$ cat src/rtl/vsc_pkg.sv
package vsc_pkg;

    localparam int PH_W = 12;
    localparam logic [PH_W:0]   PH_ONE   = {1'b1, {PH_W{1'b0}}};
    localparam logic [PH_W-1:0] SKIP_OFF = '1;

    typedef struct packed {
        logic [PH_W:0] acc;
        logic          emit;
        logic [PH_W:0] wt;
        logic          err;
    } phase_st_t;

    // pull a raw weight toward full weight by the skip fraction
    function automatic logic [PH_W:0] af_weight(input logic [PH_W:0]   raw,
                                                input logic [PH_W-1:0] skip);
        logic [PH_W:0]   gap;
        logic [2*PH_W:0] prod;
        gap  = PH_ONE - raw;
        prod = gap * skip;
        if (skip == SKIP_OFF) begin
            return PH_ONE;
        end
        return raw + prod[2*PH_W:PH_W];
    endfunction

endpackage

$ cat src/rtl/vsc_phase.sv
module vsc_phase
    import vsc_pkg::*;
(
    input  logic            clk,
    input  logic            rst_n,
    input  logic            line_go,
    input  logic            frame_go,
    input  logic            field_odd,
    input  logic [PH_W-1:0] yinc,
    input  logic [PH_W-1:0] iw_odd,
    input  logic [PH_W-1:0] iw_even,
    input  logic [PH_W-1:0] yskip,
    output logic            line_emit,
    output logic [PH_W:0]   line_wt,
    output logic            cfg_err
);

    phase_st_t st_q, st_d;

    logic [PH_W:0]   step;
    logic [PH_W-1:0] iw_sel, iw_eff;
    logic            iw_zero;
    logic [PH_W+1:0] sum, diff;
    logic            hit;
    logic [PH_W:0]   rem, raw, wt_now;

    always_comb begin
        step    = (yinc == '0) ? PH_ONE : {1'b0, yinc};
        iw_sel  = field_odd ? iw_odd : iw_even;
        iw_zero = (iw_sel == '0);
        iw_eff  = iw_zero ? PH_W'(1) : iw_sel;
        sum     = {1'b0, st_q.acc} + {1'b0, step};
        diff    = sum - {1'b0, PH_ONE};
        hit     = (sum >= {1'b0, PH_ONE});
        rem     = hit ? diff[PH_W:0] : sum[PH_W:0];
        raw     = hit ? diff[PH_W:0] : '0;
        wt_now  = af_weight(raw, yskip);

        st_d = st_q;
        if (line_go) begin
            if (frame_go) begin
                st_d.acc  = {1'b0, iw_eff};
                st_d.emit = 1'b0;
                st_d.err  = st_q.err | iw_zero;
            end else begin
                st_d.acc  = rem;
                st_d.emit = hit;
            end
            st_d.wt = wt_now;
        end

        line_emit = line_go ? (!frame_go && hit) : st_q.emit;
        line_wt   = line_go ? wt_now : st_q.wt;
    end

    always_ff @(posedge clk) begin
        if (!rst_n) begin
            st_q <= '0;
        end else begin
            st_q <= st_d;
        end
    end

    assign cfg_err = st_q.err;

    // the accumulator never holds a whole line
    a_r4_acc_range: assert property (@(posedge clk) disable iff (!rst_n)
        st_q.acc < PH_ONE);

    // the error flag only clears by reset
    a_r6_err_sticky: assert property (@(posedge clk) disable iff (!rst_n)
        cfg_err |=> cfg_err);

endmodule

$ cat src/rtl/vsc_linebuf.sv
module vsc_linebuf #(
    parameter  int PIX_W = 8,
    parameter  int MAX_W = 64,
    localparam int CW    = $clog2(MAX_W + 1),
    localparam int AW    = $clog2(MAX_W)
) (
    input  logic             clk,
    input  logic             rst_n,
    input  logic             pix_go,
    input  logic             line_go,
    input  logic [CW-1:0]    width,
    input  logic [PIX_W-1:0] wr_pix,
    output logic [PIX_W-1:0] rd_pix,
    output logic             in_range
);

    logic [CW-1:0]    col_q, col_d, col_now;
    logic [PIX_W-1:0] mem [MAX_W];

    always_comb begin
        col_now  = line_go ? '0 : col_q;
        in_range = (col_now < width) && (col_now < CW'(MAX_W));
        rd_pix   = mem[col_now[AW-1:0]];
        col_d    = col_q;
        if (pix_go) begin
            col_d = (col_now == CW'(MAX_W)) ? col_now : col_now + 1'b1;
        end
    end

    always_ff @(posedge clk) begin
        if (!rst_n) begin
            col_q <= '0;
        end else begin
            col_q <= col_d;
        end
    end

    always_ff @(posedge clk) begin
        if (pix_go && in_range) begin
            mem[col_now[AW-1:0]] <= wr_pix;
        end
    end

    // the column counter saturates at the store size
    a_r9_col_sat: assert property (@(posedge clk) disable iff (!rst_n)
        col_q <= CW'(MAX_W));

endmodule

$ cat src/rtl/vsc_blend.sv
module vsc_blend
    import vsc_pkg::*;
#(
    parameter  int PIX_W = 8,
    localparam int MW    = PH_W + PIX_W + 2
) (
    input  logic             clk,
    input  logic             rst_n,
    input  logic             go,
    input  logic [PIX_W-1:0] cur,
    input  logic [PIX_W-1:0] prev,
    input  logic [PH_W:0]    wt,
    output logic             out_valid,
    output logic [PIX_W-1:0] out_pix
);

    typedef struct packed {
        logic             valid;
        logic [PIX_W-1:0] pix;
    } blend_st_t;

    blend_st_t     st_q, st_d;
    logic [MW-1:0] mix;

    always_comb begin
        mix = MW'(wt) * MW'(cur)
            + MW'(PH_ONE - wt) * MW'(prev)
            + MW'(PH_ONE >> 1);
        st_d       = st_q;
        st_d.valid = go;
        if (go) begin
            st_d.pix = mix[PH_W +: PIX_W];
        end
    end

    always_ff @(posedge clk) begin
        if (!rst_n) begin
            st_q <= '0;
        end else begin
            st_q <= st_d;
        end
    end

    assign out_valid = st_q.valid;
    assign out_pix   = st_q.pix;

    // full weight passes the current sample unchanged
    a_r8_full_pass: assert property (@(posedge clk) disable iff (!rst_n)
        (go && wt == PH_ONE) |=> (out_pix == $past(cur)));

endmodule

$ cat src/rtl/vert_flicker_scaler.sv
module vert_flicker_scaler
    import vsc_pkg::*;
#(
    parameter  int PIX_W = 8,
    parameter  int MAX_W = 64,
    localparam int CW    = $clog2(MAX_W + 1)
) (
    input  logic             clk,
    input  logic             rst_n,
    input  logic             in_valid,
    input  logic             in_sol,
    input  logic             in_sof,
    input  logic             in_field_odd,
    input  logic [PIX_W-1:0] in_pix,
    input  logic [CW-1:0]    cfg_width,
    input  logic [PH_W-1:0]  cfg_yinc,
    input  logic [PH_W-1:0]  cfg_iw_odd,
    input  logic [PH_W-1:0]  cfg_iw_even,
    input  logic [PH_W-1:0]  cfg_yskip,
    output logic             out_valid,
    output logic [PIX_W-1:0] out_pix,
    output logic             cfg_err
);

    logic             line_go, frame_go, line_emit, in_range, mix_go;
    logic [PH_W:0]    line_wt;
    logic [PIX_W-1:0] prev_pix;

    assign line_go  = in_valid & (in_sol | in_sof);
    assign frame_go = in_valid & in_sof;
    assign mix_go   = in_valid & in_range & line_emit;

    vsc_phase u_phase (
        .clk       (clk),
        .rst_n     (rst_n),
        .line_go   (line_go),
        .frame_go  (frame_go),
        .field_odd (in_field_odd),
        .yinc      (cfg_yinc),
        .iw_odd    (cfg_iw_odd),
        .iw_even   (cfg_iw_even),
        .yskip     (cfg_yskip),
        .line_emit (line_emit),
        .line_wt   (line_wt),
        .cfg_err   (cfg_err)
    );

    vsc_linebuf #(.PIX_W(PIX_W), .MAX_W(MAX_W)) u_lbuf (
        .clk      (clk),
        .rst_n    (rst_n),
        .pix_go   (in_valid),
        .line_go  (line_go),
        .width    (cfg_width),
        .wr_pix   (in_pix),
        .rd_pix   (prev_pix),
        .in_range (in_range)
    );

    vsc_blend #(.PIX_W(PIX_W)) u_blend (
        .clk       (clk),
        .rst_n     (rst_n),
        .go        (mix_go),
        .cur       (in_pix),
        .prev      (prev_pix),
        .wt        (line_wt),
        .out_valid (out_valid),
        .out_pix   (out_pix)
    );

    // an output sample always follows an accepted input sample
    a_r10_follows_input: assert property (@(posedge clk) disable iff (!rst_n)
        out_valid |-> $past(in_valid));

    // the border line start yields no output
    a_r2_border_silent: assert property (@(posedge clk) disable iff (!rst_n)
        (in_valid && in_sof) |=> !out_valid);

    // at unity step a non-border line start is always emitted
    a_r3_unity_emits: assert property (@(posedge clk) disable iff (!rst_n)
        (in_valid && in_sol && !in_sof && cfg_yinc == '0 && cfg_width != '0)
        |=> out_valid);

endmodule

$ cat config.mk
export PLATFORM = sky130hd
export DESIGN_NAME = vert_flicker_scaler
export DESIGN_NICKNAME = d
export VERILOG_FILES = /design/src/rtl/vsc_pkg.sv /design/src/rtl/vsc_phase.sv /design/src/rtl/vsc_linebuf.sv /design/src/rtl/vsc_blend.sv /design/src/rtl/vert_flicker_scaler.sv
export SDC_FILE = /design/constraint.sdc
export NUM_CORES = 2
export LEC_CHECK = 0
export BUFFER_PORTS_ARGS = -buffer_cell sky130_fd_sc_hd__buf_4
export CAP_MARGIN = 5
export CORE_AREA = 2 2 266 268
export CTS_BUF_LIST = sky130_fd_sc_hd__clkbuf_8
export CTS_CLUSTER_DIAMETER = 30
export CTS_CLUSTER_SIZE = 8
export DETAILED_ROUTE_END_ITERATION = 8
export DIE_AREA = 0 0 268 270
export HOLD_SLACK_MARGIN = 0.03
export PLACE_DENSITY = 0.62
export SLEW_MARGIN = 15
export SYNTH_ARGS = -nofsm -noshare
export SYNTH_HDL_FRONTEND = slang
export SYNTH_SLANG_ARGS = --single-unit
$ cat constraint.sdc
create_clock -name clk -period 23.5 [get_ports clk]
set_clock_uncertainty 0.1 [all_clocks]
set_input_delay 2.35 -clock clk [delete_from_list [all_inputs] [get_ports clk]]
set_output_delay 2.35 -clock clk [all_outputs]
set_load 0.02 [all_outputs]
==> results.yml <==
outcome:
  status: "finished, final reports clean"
clock_network:
  postCtsSetupBuffers: 0
  cts_made_buffers: 105
  root_buffer: "clkbuf_8"
  cts_tree: "built"
  h-tree-depth: 3
  insertion_delay_ns: 0.70
  clk_path_buf_depth: 3
  ctsHoldBuffers: 0
  cts_resized: 0
  clock-sinks: 556
  clk_pin_slew_ns: 0.06
floorplan:
  core_area_um2: 69500
  std_cell_rows: 97
  start_util_pct: 49.5
  io_pins: 79
  fp.dieArea_um2: 72400
  fp.dieW_um: 268
  die_h_um: 270
worst_hold_path:
  hp-class: "flip-flop to flip-flop"
  whs_endpoint: "u_phase.cfg_err"
  whs_path_depth: 2
  hold_start: "u_phase.cfg_err"
global_routing:
  grt_pass1_wl_um: 144000
  overflow: 0
  antenna_found_initial: 1
  grt_max_degree: 80
  grtUsageTotal_pct: 26.2
  grt_pass1_vias: 24700
place:
  gp_congestion: 0.905
  dp_hpwl_um: 63400
  placed_area_um2: 35900
  port_buffers: 78
route:
  wl_um: 93000
  ant_nets: 0
  drtPass1Iterations: 5
  vias: 23500
  drtIter0Drc: 1939
  viasPerCell: 5.82
  wire_per_inst_um: 23.1
  drc: 0
setup_path:
  path_common_cell: "fa_1"
  cp-start-kind: "input pin"
  cp_max_fo: 22
  r2r_slack_ns: 4.78
  crit_family: "adder cells"
  critPathKind: "input pin to flip-flop"
  reg2reg_from: "u_phase.st_q[15]"
  worstPathArrival_ns: 20.59
  startpoint: "cfg_yinc[0]"
  end_kind: "flip-flop"
  crit_slowest_cell: "xnor2_1"
  crit_buf_inv: 10
  crit_required_ns: 23.97
  cpPeakStageDelay_ns: 0.87
  r2r-end: "u_blend.out_pix[7]"
  rr_worst_depth: 66
final_layout:
  drive_above_1_share_pct: 10.1
  fin_nets: 3537
  final_util_pct: 54.8
  fin_area_um2: 38100
  layout-area-overhead-vs-synth_pct: 10.7
synthesis:
  synthFlopType: "edfxtp_1"
  synthArstFlopShare_pct: 0
  synth-seq-area-share_pct: 47.2
  synth_warnings: 0
  netlist_area_um2: 34400
  syn_inst: 2949
  synth-edff-count: 512
  avgSynthCellArea_um2: 11.7
  synth-seq-cells: 556
  syn_nets: 3467
  synth.distinct_cells: 77
sta:
  setup_viol: 0
  slew_viol_final: 0
  period_share_pct: 85.6
  tns_ns: 0
  timing.final.hold_violations: 0
  worstMarginPinSlew_ns: 1.24
  slew-limit-headroom_pct: 16.6
  fin_crit_ns: 20.11
  rsz0062_at_grt: "no"
  fmax_ghz: 0.0497
run:
  drv_cap: 0
==> metrics by stage <==
step	setup WS (ns)	instances	hold WS [ns]
after floorplan	4.84	2949	0.336
after global placement	3.44	3852	0.356
after detailed placement	2.72	3852	0.363
after CTS	3.47	4033	0.372
after global routing	1.96	4034	0.417
final	3.39	4034	0.370
==> cells in the final DEF, fill, tap and decap left out, types with 6 or more instances in the layout <==
cell	n
and3_1	9
inv_1	386
bufinv_16	9
or2_2	7
nand3_1	17
nor4_1	14
clkinv_2	11
nor3_1	88
buf_4	121
and2_1	186
o2111ai_1	8
xor2_1	22
or3_1	23
nand4_1	15
a211oi_1	13
ha_1	159
fa_1	290
mux2i_1	17
a21oi_1	56
dfxtp_1	44
clkinv_1	20
o31ai_1	8
nand2b_1	15
nor2_1	191
nand2_1	244
clkbuf_8	109
a21o_1	22
clkinv_4	6
o221ai_1	76
o211ai_1	7
edfxtp_1	512
o22a_1	19
nor2b_1	19
mux2_2	6
xnor2_1	47
o21a_1	10
o22ai_1	141
o21ai_0	36
or4_1	6
==> worst max-delay path by stage <==
stage                               to  slack (ns)  depth (start not counted)
finish              u_blend.out_pix[7]        3.39                         67
global route        u_blend.out_pix[7]        1.96                         67
CTS                 u_blend.out_pix[7]        3.47                         67
detailed placement  u_blend.out_pix[7]        2.72                         67
global placement    u_blend.out_pix[7]        3.44                         67
floorplan           u_blend.out_pix[7]        4.84                         70
==> synth_stat cells, types with 9 or more instances <==
| cell | n | share of area, % |
|---|---|---|
| nand3_1 | 19 | 0.28 |
| clkbuf_1 | 114 | 1.2 |
| o221ai_1 | 76 | 1.9 |
| a21o_1 | 22 | 0.48 |
| a21oi_1 | 56 | 0.81 |
| xor2_1 | 22 | 0.56 |
| nor4_1 | 14 | 0.25 |
| nor3_1 | 90 | 1.3 |
| nand4_1 | 15 | 0.27 |
| and3_1 | 9 | 0.16 |
| edfxtp_1 | 512 | 45 |
| ha_1 | 159 | 5.8 |
| inv_1 | 368 | 4.0 |
| o22ai_1 | 141 | 2.6 |
| dfxtp_1 | 44 | 2.6 |
| mux2i_1 | 17 | 0.49 |
| buf_2 | 21 | 0.31 |
| nand2_1 | 244 | 2.7 |
| nand2b_1 | 17 | 0.31 |
| nor2_1 | 192 | 2.1 |
| or3_1 | 23 | 0.42 |
| o21ai_0 | 36 | 0.52 |
| nor2b_1 | 19 | 0.35 |
| and2_1 | 186 | 3.4 |
| fa_1 | 290 | 17 |
| buf_1 | 21 | 0.23 |
| o31ai_1 | 13 | 0.28 |
| o22a_1 | 19 | 0.48 |
| xnor2_1 | 47 | 1.2 |
| a211oi_1 | 13 | 0.28 |
| o21a_1 | 10 | 0.22 |
==> routing by layer <==
metal,routed length (µm),track usage [%],part of all wire [%],up-vias
met4,3470,10.1,3.7,0
met3,6110,3.42,6.6,193
li1,-,-,-,10400
met1,37900,34.7,41,11900
met5,0,0,0,-
met2,45500,43.8,49,924
==> registers in the layout (all words and copies together), names as in the netlist <==
name,cells
u_blend.out_pix,8
u_blend.out_valid,1
u_lbuf.col_q,7
u_lbuf.mem,512
u_phase.cfg_err,1
u_phase.st_q,27
==> cells by family (layout without fill, tap and decap cells) <==
| group | Yosys count | in the layout | synth area share, % |
|---|---|---|---|
| multiplexers | 23 | 23 | 0.691 |
| other | 0 | 1 | 0 |
| AO/OA/AOI/OAI | 460 | 460 | 9.50 |
| buffers and inverters | 530 | 674 | 5.88 |
| AND/OR/NAND/NOR | 862 | 862 | 12.3 |
| flip-flops | 556 | 556 | 47.2 |
| XOR/XNOR | 69 | 69 | 1.76 |
| adder cells (fa/ha/maj) | 449 | 449 | 22.7 |
==> tightest hold or removal path: cells and delay by family (launching register included) <==
kind	cells	cell delay [ns]
flops	1	0.32
simple gates	2	0.12
==> cell type report <==
class / count / area [µm²]
Timing Repair Buffer: 121 / 908
Fill cell: 5924 / 31500
Clock inverter: 72 / 622
Sequential cell: 556 / 16300
Antenna cell: 1 / 2.50
Clock buffer: 109 / 1500
Inverter: 372 / 1400
Tap cell: 940 / 1180
Multi-Input combinational cell: 1863 / 16200
Power is left out: the tool's default activity adds up to more than one toggle a clock period on the data nets, which glitch-free logic cannot reach.
